## src/rtl/lor_pkg.sv

```systemverilog
package lor_pkg;
  localparam int UNIT_LSU = 0;
  localparam int UNIT_ALU = 1;

  // Priority of write port q over write port p when both target one entry.
  function automatic bit outranks(input int q, input int p, input int owner);
    if (q == p) return 1'b0;
    if (q == owner) return 1'b1;
    if (p == owner) return 1'b0;
    return q < p;
  endfunction
endpackage

```

## src/rtl/lor_wr_merge.sv

```systemverilog
module lor_wr_merge #(
  parameter int NUM_UNITS = 2,
  parameter int IDX_W     = 2,
  parameter int OWNER     = 1
) (
  input  logic [NUM_UNITS-1:0]       req_en,
  input  logic [NUM_UNITS*IDX_W-1:0] req_idx,
  output logic [NUM_UNITS-1:0]       grant
);
  always_comb begin
    for (int p = 0; p < NUM_UNITS; p++) begin
      grant[p] = req_en[p];
      for (int q = 0; q < NUM_UNITS; q++) begin
        if (lor_pkg::outranks(q, p, OWNER) && req_en[q] &&
            req_idx[q*IDX_W +: IDX_W] == req_idx[p*IDX_W +: IDX_W])
          grant[p] = 1'b0;
      end
    end
  end
endmodule

```

## src/rtl/lor_store.sv

```systemverilog
module lor_store #(
  parameter int DATA_W    = 32,
  parameter int DEPTH     = 4,
  parameter int NUM_UNITS = 2,
  parameter int IDX_W     = 2
) (
  input  logic                          clk,
  input  logic                          rst,
  input  logic [NUM_UNITS-1:0]          grant,
  input  logic [NUM_UNITS*IDX_W-1:0]    wr_idx,
  input  logic [NUM_UNITS*DATA_W-1:0]   wr_data,
  output logic [DEPTH-1:0][DATA_W-1:0]  entries
);
  always_ff @(posedge clk) begin
    if (rst) begin
      entries <= '0;
    end else begin
      for (int p = 0; p < NUM_UNITS; p++) begin
        if (grant[p])
          entries[wr_idx[p*IDX_W +: IDX_W]] <= wr_data[p*DATA_W +: DATA_W];
      end
    end
  end
endmodule

```

## src/rtl/lor_rd_port.sv

```systemverilog
module lor_rd_port #(
  parameter int DATA_W = 32,
  parameter int DEPTH  = 4,
  parameter int IDX_W  = 2,
  parameter int UNIT_W = 1,
  parameter int OWNER  = 1
) (
  input  logic                         clk,
  input  logic                         rst,
  input  logic                         en,
  input  logic [IDX_W-1:0]             idx,
  input  logic [UNIT_W-1:0]            unit,
  input  logic [DEPTH-1:0][DATA_W-1:0] entries,
  output logic                         vld,
  output logic [DATA_W-1:0]            data
);
  logic allowed;
  assign allowed = en && (unit == UNIT_W'(OWNER));

  always_ff @(posedge clk) begin
    if (rst) begin
      vld  <= 1'b0;
      data <= '0;
    end else begin
      vld  <= allowed;
      data <= allowed ? entries[idx] : '0;
    end
  end
endmodule

```

## src/rtl/local_operand_regs.sv

```systemverilog
module local_operand_regs #(
  parameter int DATA_W    = 32,
  parameter int DEPTH     = 4,
  parameter int NUM_UNITS = 2,
  parameter int NUM_RD    = 2,
  parameter int OWNER     = lor_pkg::UNIT_ALU,
  localparam int IDX_W    = $clog2(DEPTH),
  localparam int UNIT_W   = $clog2(NUM_UNITS)
) (
  input  logic                        clk,
  input  logic                        rst,
  input  logic [NUM_UNITS-1:0]        wr_en,
  input  logic [NUM_UNITS*IDX_W-1:0]  wr_idx,
  input  logic [NUM_UNITS*DATA_W-1:0] wr_data,
  input  logic [NUM_RD-1:0]           rd_en,
  input  logic [NUM_RD*IDX_W-1:0]     rd_idx,
  input  logic [NUM_RD*UNIT_W-1:0]    rd_unit,
  output logic [NUM_RD-1:0]           rd_vld,
  output logic [NUM_RD*DATA_W-1:0]    rd_data
);
  logic [NUM_UNITS-1:0]         grant;
  logic [DEPTH-1:0][DATA_W-1:0] entries;

  lor_wr_merge #(.NUM_UNITS(NUM_UNITS), .IDX_W(IDX_W), .OWNER(OWNER)) u_merge (
    .req_en (wr_en),
    .req_idx(wr_idx),
    .grant  (grant)
  );

  lor_store #(.DATA_W(DATA_W), .DEPTH(DEPTH), .NUM_UNITS(NUM_UNITS), .IDX_W(IDX_W)) u_store (
    .clk    (clk),
    .rst    (rst),
    .grant  (grant),
    .wr_idx (wr_idx),
    .wr_data(wr_data),
    .entries(entries)
  );

  for (genvar r = 0; r < NUM_RD; r++) begin : g_rd
    lor_rd_port #(.DATA_W(DATA_W), .DEPTH(DEPTH), .IDX_W(IDX_W),
                  .UNIT_W(UNIT_W), .OWNER(OWNER)) u_port (
      .clk    (clk),
      .rst    (rst),
      .en     (rd_en[r]),
      .idx    (rd_idx[r*IDX_W +: IDX_W]),
      .unit   (rd_unit[r*UNIT_W +: UNIT_W]),
      .entries(entries),
      .vld    (rd_vld[r]),
      .data   (rd_data[r*DATA_W +: DATA_W])
    );
  end
endmodule

```

## config.mk

```make
export PLATFORM = sky130hd
export DESIGN_NAME = local_operand_regs
export DESIGN_NICKNAME = d
export VERILOG_FILES = /design/src/rtl/lor_pkg.sv /design/src/rtl/lor_wr_merge.sv /design/src/rtl/lor_store.sv /design/src/rtl/lor_rd_port.sv /design/src/rtl/local_operand_regs.sv
export SDC_FILE = /design/constraint.sdc
export NUM_CORES = 1
export LEC_CHECK = 0
export BUFFER_PORTS_ARGS = -buffer_cell sky130_fd_sc_hd__buf_4
export CAP_MARGIN = 25
export CORE_MARGIN = 2
export CORE_UTILIZATION = 57
export DETAILED_ROUTE_END_ITERATION = 12
export GPL_TIMING_DRIVEN = 0
export PLACE_DENSITY = 0.8
export SYNTH_ARGS = -nofsm -noshare
export SYNTH_HDL_FRONTEND = slang
export SYNTH_SLANG_ARGS = --single-unit
```

## constraint.sdc

```tcl
create_clock -name clk -period 1.7 [get_ports clk]
set_clock_uncertainty 0.1 [all_clocks]
set_input_delay 0.34 -clock clk [delete_from_list [all_inputs] [get_ports clk]]
set_output_delay 0.34 -clock clk [all_outputs]
set_load 0.01 [all_outputs]
```

### Word level (Yosys, flattened, before mapping)

Index checks and enable logic that the tools add are counted.

| word-level totals | value |
|---|---|
| input port bits | 80 |
| register bits after elaboration | 194 |
| logic and storage cells | 38 |

| operators by class | value |
|---|---|
| reductions and logical operators | 7 |
| bitwise operators | 2 |
| multiplexer cells | 14 |
| $lt $le $gt $ge | 6 |
| equal/unequal tests | 1 |

Operators by type and width:

| operator | count |
|---|---|
| $mux W128 | 3 |
| $bwmux W128 | 2 |
| $bmux W32 S2 | 2 |
| $demux W32 S2 | 2 |
| $mux W32 | 4 |
| $lt A2 B3 Y1 const B | 4 |
| $logic_and A1 B1 Y1 | 5 |
| $ge A2 B1 Y1 const B | 2 |
| $reduce_or A2 Y1 | 2 |
| $eq A2 B2 Y1 | 1 |
| $not A1 Y1 | 2 |
| $mux W1 | 1 |

### Depth between registers and ports, before layout

| depth | value |
|---|---|
| depth in word-level cells | 9 |
| depth in mapped cells | 5 |
| gate-level depth less buffers | 3 |

### Hierarchy

From an unflattened synthesis, not the netlist that was laid out.

| second synthesis, totals | value |
|---|---|
| cells, all modules | 963 |
| area total of the unflattened synthesis | 9273.9 um2 |

Modules (own cells, without submodules):

| module | cells each | area an instance (um2) | times used | seq. area each (um2) |
|---|---|---|---|---|
| lor_store | 666 | 5838.1 | 1 | 2562.5 |
| lor_rd_port | 146 | 1700.4 | 2 | 660.6 |
| lor_wr_merge | 5 | 35.0 | 1 | 0.0 |

### Worst setup path before layout

No wires, ideal clock.

| timing | value |
|---|---|
| path kind | input -> register |
| from | input port rd_idx[0] |
| to | register g_rd[0].u_port.data[10] |
| library setup time | 0.128 ns |
| arrival | 1.323 ns |
| cell stages on the path | 4 |
| slack | 0.149 ns |
| required time | 1.472 ns |
| path buffers | 2 |
| path through | buf_2 buf_4 mux4_2 nor2b_1 |

| on the way | value |
|---|---|
| word-level cells in the longest chain between the ends | 2 |

RTL lines:

| what | line | RTL |
|---|---|---|
| from (decl) | local_operand_regs.sv:16 | `input logic [NUM_RD*IDX_W-1:0] rd_idx,` |
| $bmux W32 S2 | lor_rd_port.sv:26 | `data <= allowed ? entries[idx] : '0;` |
| $mux W32 (not written as such) | lor_rd_port.sv:26 |  |
| to (signal assigned) | lor_rd_port.sv:26 |  |
| to (decl) | lor_rd_port.sv:15 | `output logic [DATA_W-1:0] data` |

No other way between the ends. The select of a mux whose other input is x is not followed.
A chain may end at the register's enable or synchronous reset.

### Worst setup path after layout

| timing | value |
|---|---|
| from | input port wr_idx[0] |
| to | register u_store.entries[121] in the netlist's numbering |

| on the way | value |
|---|---|
| word-level cells in the longest chain between the ends | 9 |
| elaborated cells on any way between the ends | 13 |

RTL lines:

| what | line | RTL |
|---|---|---|
| from (decl) | local_operand_regs.sv:13 | `input logic [NUM_UNITS*IDX_W-1:0] wr_idx,` |
| $lt A2 B3 Y1 (not written as such) / $ge A2 B1 Y1 (equally long branches) | lor_store.sv:20 | `entries[wr_idx[p*IDX_W +: IDX_W]] <= wr_data[p*DATA_W +: DATA_W];` |
| $logic_and A1 B1 Y1 (not written as such) | lor_store.sv:20 |  |
| $mux W32 (not written as such) | lor_store.sv:20 |  |
| $demux W32 S2 | -- |  |
| $bwmux W128 | lor_store.sv:20 |  |
| $mux W128 * | lor_store.sv:19 | `if (grant[p])` |
| $mux W128 * | lor_store.sv:15 | `if (rst) begin` |
| $bwmux W128 | lor_store.sv:20 |  |
| $mux W128 * | lor_store.sv:19 |  |
| to (signal, indexed assignment) | lor_store.sv:20 |  |
| to (decl) | lor_store.sv:12 | `output logic [DEPTH-1:0][DATA_W-1:0] entries` |

Mark *: on every way between the ends. The rest lies on a longest branch, timed or not. The select of a mux whose other input is x is not followed.

==> impl_metrics.py <==
metrics = {
    "routing": {
        "routed_wl_um": 29230,
        "postRouteAntennaNets": 0,
        "wl_per_cell_um": 22.89,
        "first_pass_iters": 8,
        "vias_per_cell": 6.619,
        "vias": 8453,
        "drc_errors": 0,
        "drtIter0Drc": 1256,
    },
    "power": {
        "vdd_drop_max_v": 0.0007776,
        "pwr-share-comb": 0.154,
        "p_seq_frac": 0.466,
        "power.leakage_nw": 4.218,
        "switching_share": 0.2700,
        "p_clk_frac": 0.380,
        "switching_power_w": 0.002866,
        "powerDensity_mw_per_mm2": 956.7,
        "p_int_w": 0.007750,
    },
    "critical_path": {
        "cp_max_fo": 10,
        "r2r_start": "u_store.entries[96]",
        "cp.required_ns": 1.95,
        "start_kind": "primary input",
        "reg2reg_to": "g_rd[0].u_port.data[0]",
        "worst_setup_path_end_kind": "flip-flop",
        "timing_worst_setup_path_type": "in -> reg",
        "critPathCapture": "u_store.entries[121]",
        "r2r_slack_ns": 0.45,
        "worstPathArrival_ns": 1.88,
        "worstRegToRegCells": 2,
        "worstSetupStartpoint": "wr_idx[0]",
    },
    "synth": {
        "synth.avg_cell_area_um2": 10.35,
        "ys_seq_area_frac": 0.4235,
        "syn_nets": 966,
        "synth_cells": 886,
        "synth_cell_types": 21,
        "syn_area_mm2": 0.009171,
        "ys_seq_elements": 194,
        "yosysWarnings": 0,
    },
    "place": {
        "gp_congestion": 0.9262,
        "hpwlAfterDp_um": 19600,
        "post_dp_cell_area_mm2": 0.01052,
        "place_inst": 1245,
        "port_buffers": 143,
    },
    "floorplan": {
        "start_util": 0.5794,
        "chipWidth_um": 130.8,
        "die_h_um": 130.8,
        "io_pins": 146,
        "dieArea_mm2": 0.01712,
        "rows": 46,
        "design.core.area_mm2": 0.01583,
    },
    "finish": {
        "layout_commonest_cell": "dfxtp_1",
        "diodes": 0,
        "finalNonFillerCells": 1277,
        "regArea_mm2": 0.003884,
        "final_nets": 1128,
        "areaGrowthSynthToFinish_pct": 21.00,
        "fin_area_mm2": 0.01110,
        "drive_above_1_share": 0.2988,
        "multi_input_area_mm2": 0.004805,
        "fillers": 1175,
        "post-route-util": 0.7011,
        "layout_common_cells": "dfxtp_1 (194), buf_4 (154), nor2_1 (128), nor3_1 (128), a221oi_1 (98)",
    },
    "timing": {
        "relSlewSlack": 0.4543,
        "fmax_mhz": 615.5,
        "finalHoldViolations": 0,
        "tightest_slew_ns": 0.8186,
        "period_needed_ns": 1.625,
        "rsz0062_at_grt": "no",
        "fin_crit_sh": 0.9557,
        "setup_viol": 0,
        "hold_slack_ns": 0.09030,
        "maxSlewViolCount": 0,
    },
    "clocking": {
        "cts_tree": "built",
        "clock_path_buffers": 2,
        "cts_setup_buffers": 0,
        "holdBufCountCts": 0,
        "htree_levels": 4,
        "path_clk_slew_ns": 0.07,
        "cts_inserted_buffers": 17,
        "cts_root_buf": "clkbuf_16",
        "ctsResizeCount": 0,
        "worstSkewPairLatency_ns": 0.45,
        "cts.sinks": 194,
    },
    "grt": {
        "grt_overflow": 0,
        "antenna_found_initial": 1,
        "grt_pass1_vias": 8162,
        "use_met1": 0.4527,
        "met3_usage": 0.08713,
        "top_usage_layer": "met2",
        "grt_first_pass_wirelength_um": 44730,
        "grt_max_degree": 18,
        "grt_util_met2": 0.5407,
        "track_usage": 0.3469,
    },
    "run": {
        "drv_cap": 0,
    },
    "min_path": {
        "hold_class": "in -> reg",
        "holdCritStartpoint": "wr_data[35]",
        "holdPathStages": 3,
    },
    "outcome": {
        "status": "finished, final reports clean",
    },
}
## layer usage
metal | routed length [µm] | share of wire | vias to the layer above
met5 | 12 | 0.00041 | -
met3 | 3524 | 0.12 | 110
met2 | 13610 | 0.47 | 704
met1 | 11010 | 0.38 | 3997
met4 | 1074 | 0.037 | 2
li1 | - | - | 3640
## layout make-up
cell class,count,share of cell area
well taps,216,0.02435
repair buffers,143,0.09674
multi-input cells,592,0.4330
clock inverters,15,0.01409
inverters,2,0.0006765
plain buffers,98,0.04285
clock buffers,17,0.03834
flip-flops and latches,194,0.3500
## through the flow
stage	setup WS, ns	setup TNS (ns)	power, W
6_report	0.07532	0	0.01062
5_1_grt	0.07188	0	0.01091
4_1_cts	0.1810	0	0.01055
3_5_place_dp	-0.2014	-16.65	0.006627
3_3_place_gp	-0.2000	-14.09	0.006589
2_1_floorplan	0.1490	0	0.006051
## Yosys cell counts, drive strengths merged
cell type | n | share of area
a221oi | 128 | 0.14
and2 | 33 | 0.023
and2b | 3 | 0.0033
and3 | 1 | 0.00068
and3b | 2 | 0.0019
buf | 50 | 0.032
clkbuf | 48 | 0.020
dfxtp | 194 | 0.42
inv | 2 | 0.00082
mux4 | 64 | 0.16
nand3 | 2 | 0.0011
nand3b | 6 | 0.0049
nor2 | 128 | 0.052
nor2b | 94 | 0.064
nor3 | 128 | 0.070
nor3b | 1 | 0.0014
or3b | 2 | 0.0019
## how the worst min path moves through the flow
stage | to | slack, ns
finish | u_store.entries[3] | 0.09
floorplan | u_store.entries[0] | 0.41
detailed placement | u_store.entries[3] | 0.51
global placement | u_store.entries[95] | 0.49
CTS | u_store.entries[3] | 0.09
global route | u_store.entries[56] | 0.10
## worst max-delay path, stage by stage
cell and delay (ns):
buf_4 0.14, buf_6 0.15, nand3_1 0.17, clkbuf_1 0.58
a221oi_1 0.24, nor3_1 0.26
## sequential cells by signal, summed over array words and instances (netlist names)
signal	flops
g_rd.u_port.vld	2
g_rd.u_port.data	64
u_store.entries	128
## power by group through the flow
stage | combinational (W) | clock, W | sequential, W
floorplan | 0.00105 | 0 | 0.00500
global placement | 0.00156 | 0 | 0.00502
detailed placement | 0.00159 | 0 | 0.00504
CTS | 0.00160 | 0.00401 | 0.00494
global route | 0.00174 | 0.00420 | 0.00497
finish | 0.00163 | 0.00403 | 0.00495
## cell families after synthesis
group / after synthesis / share of synthesized area
compound gates: 128 / 0.1427
buf+inv: 100 / 0.05266
flops: 194 / 0.4235
mux: 64 / 0.1572
simple gates: 400 / 0.2240
(Power assumes the default switching activity.)
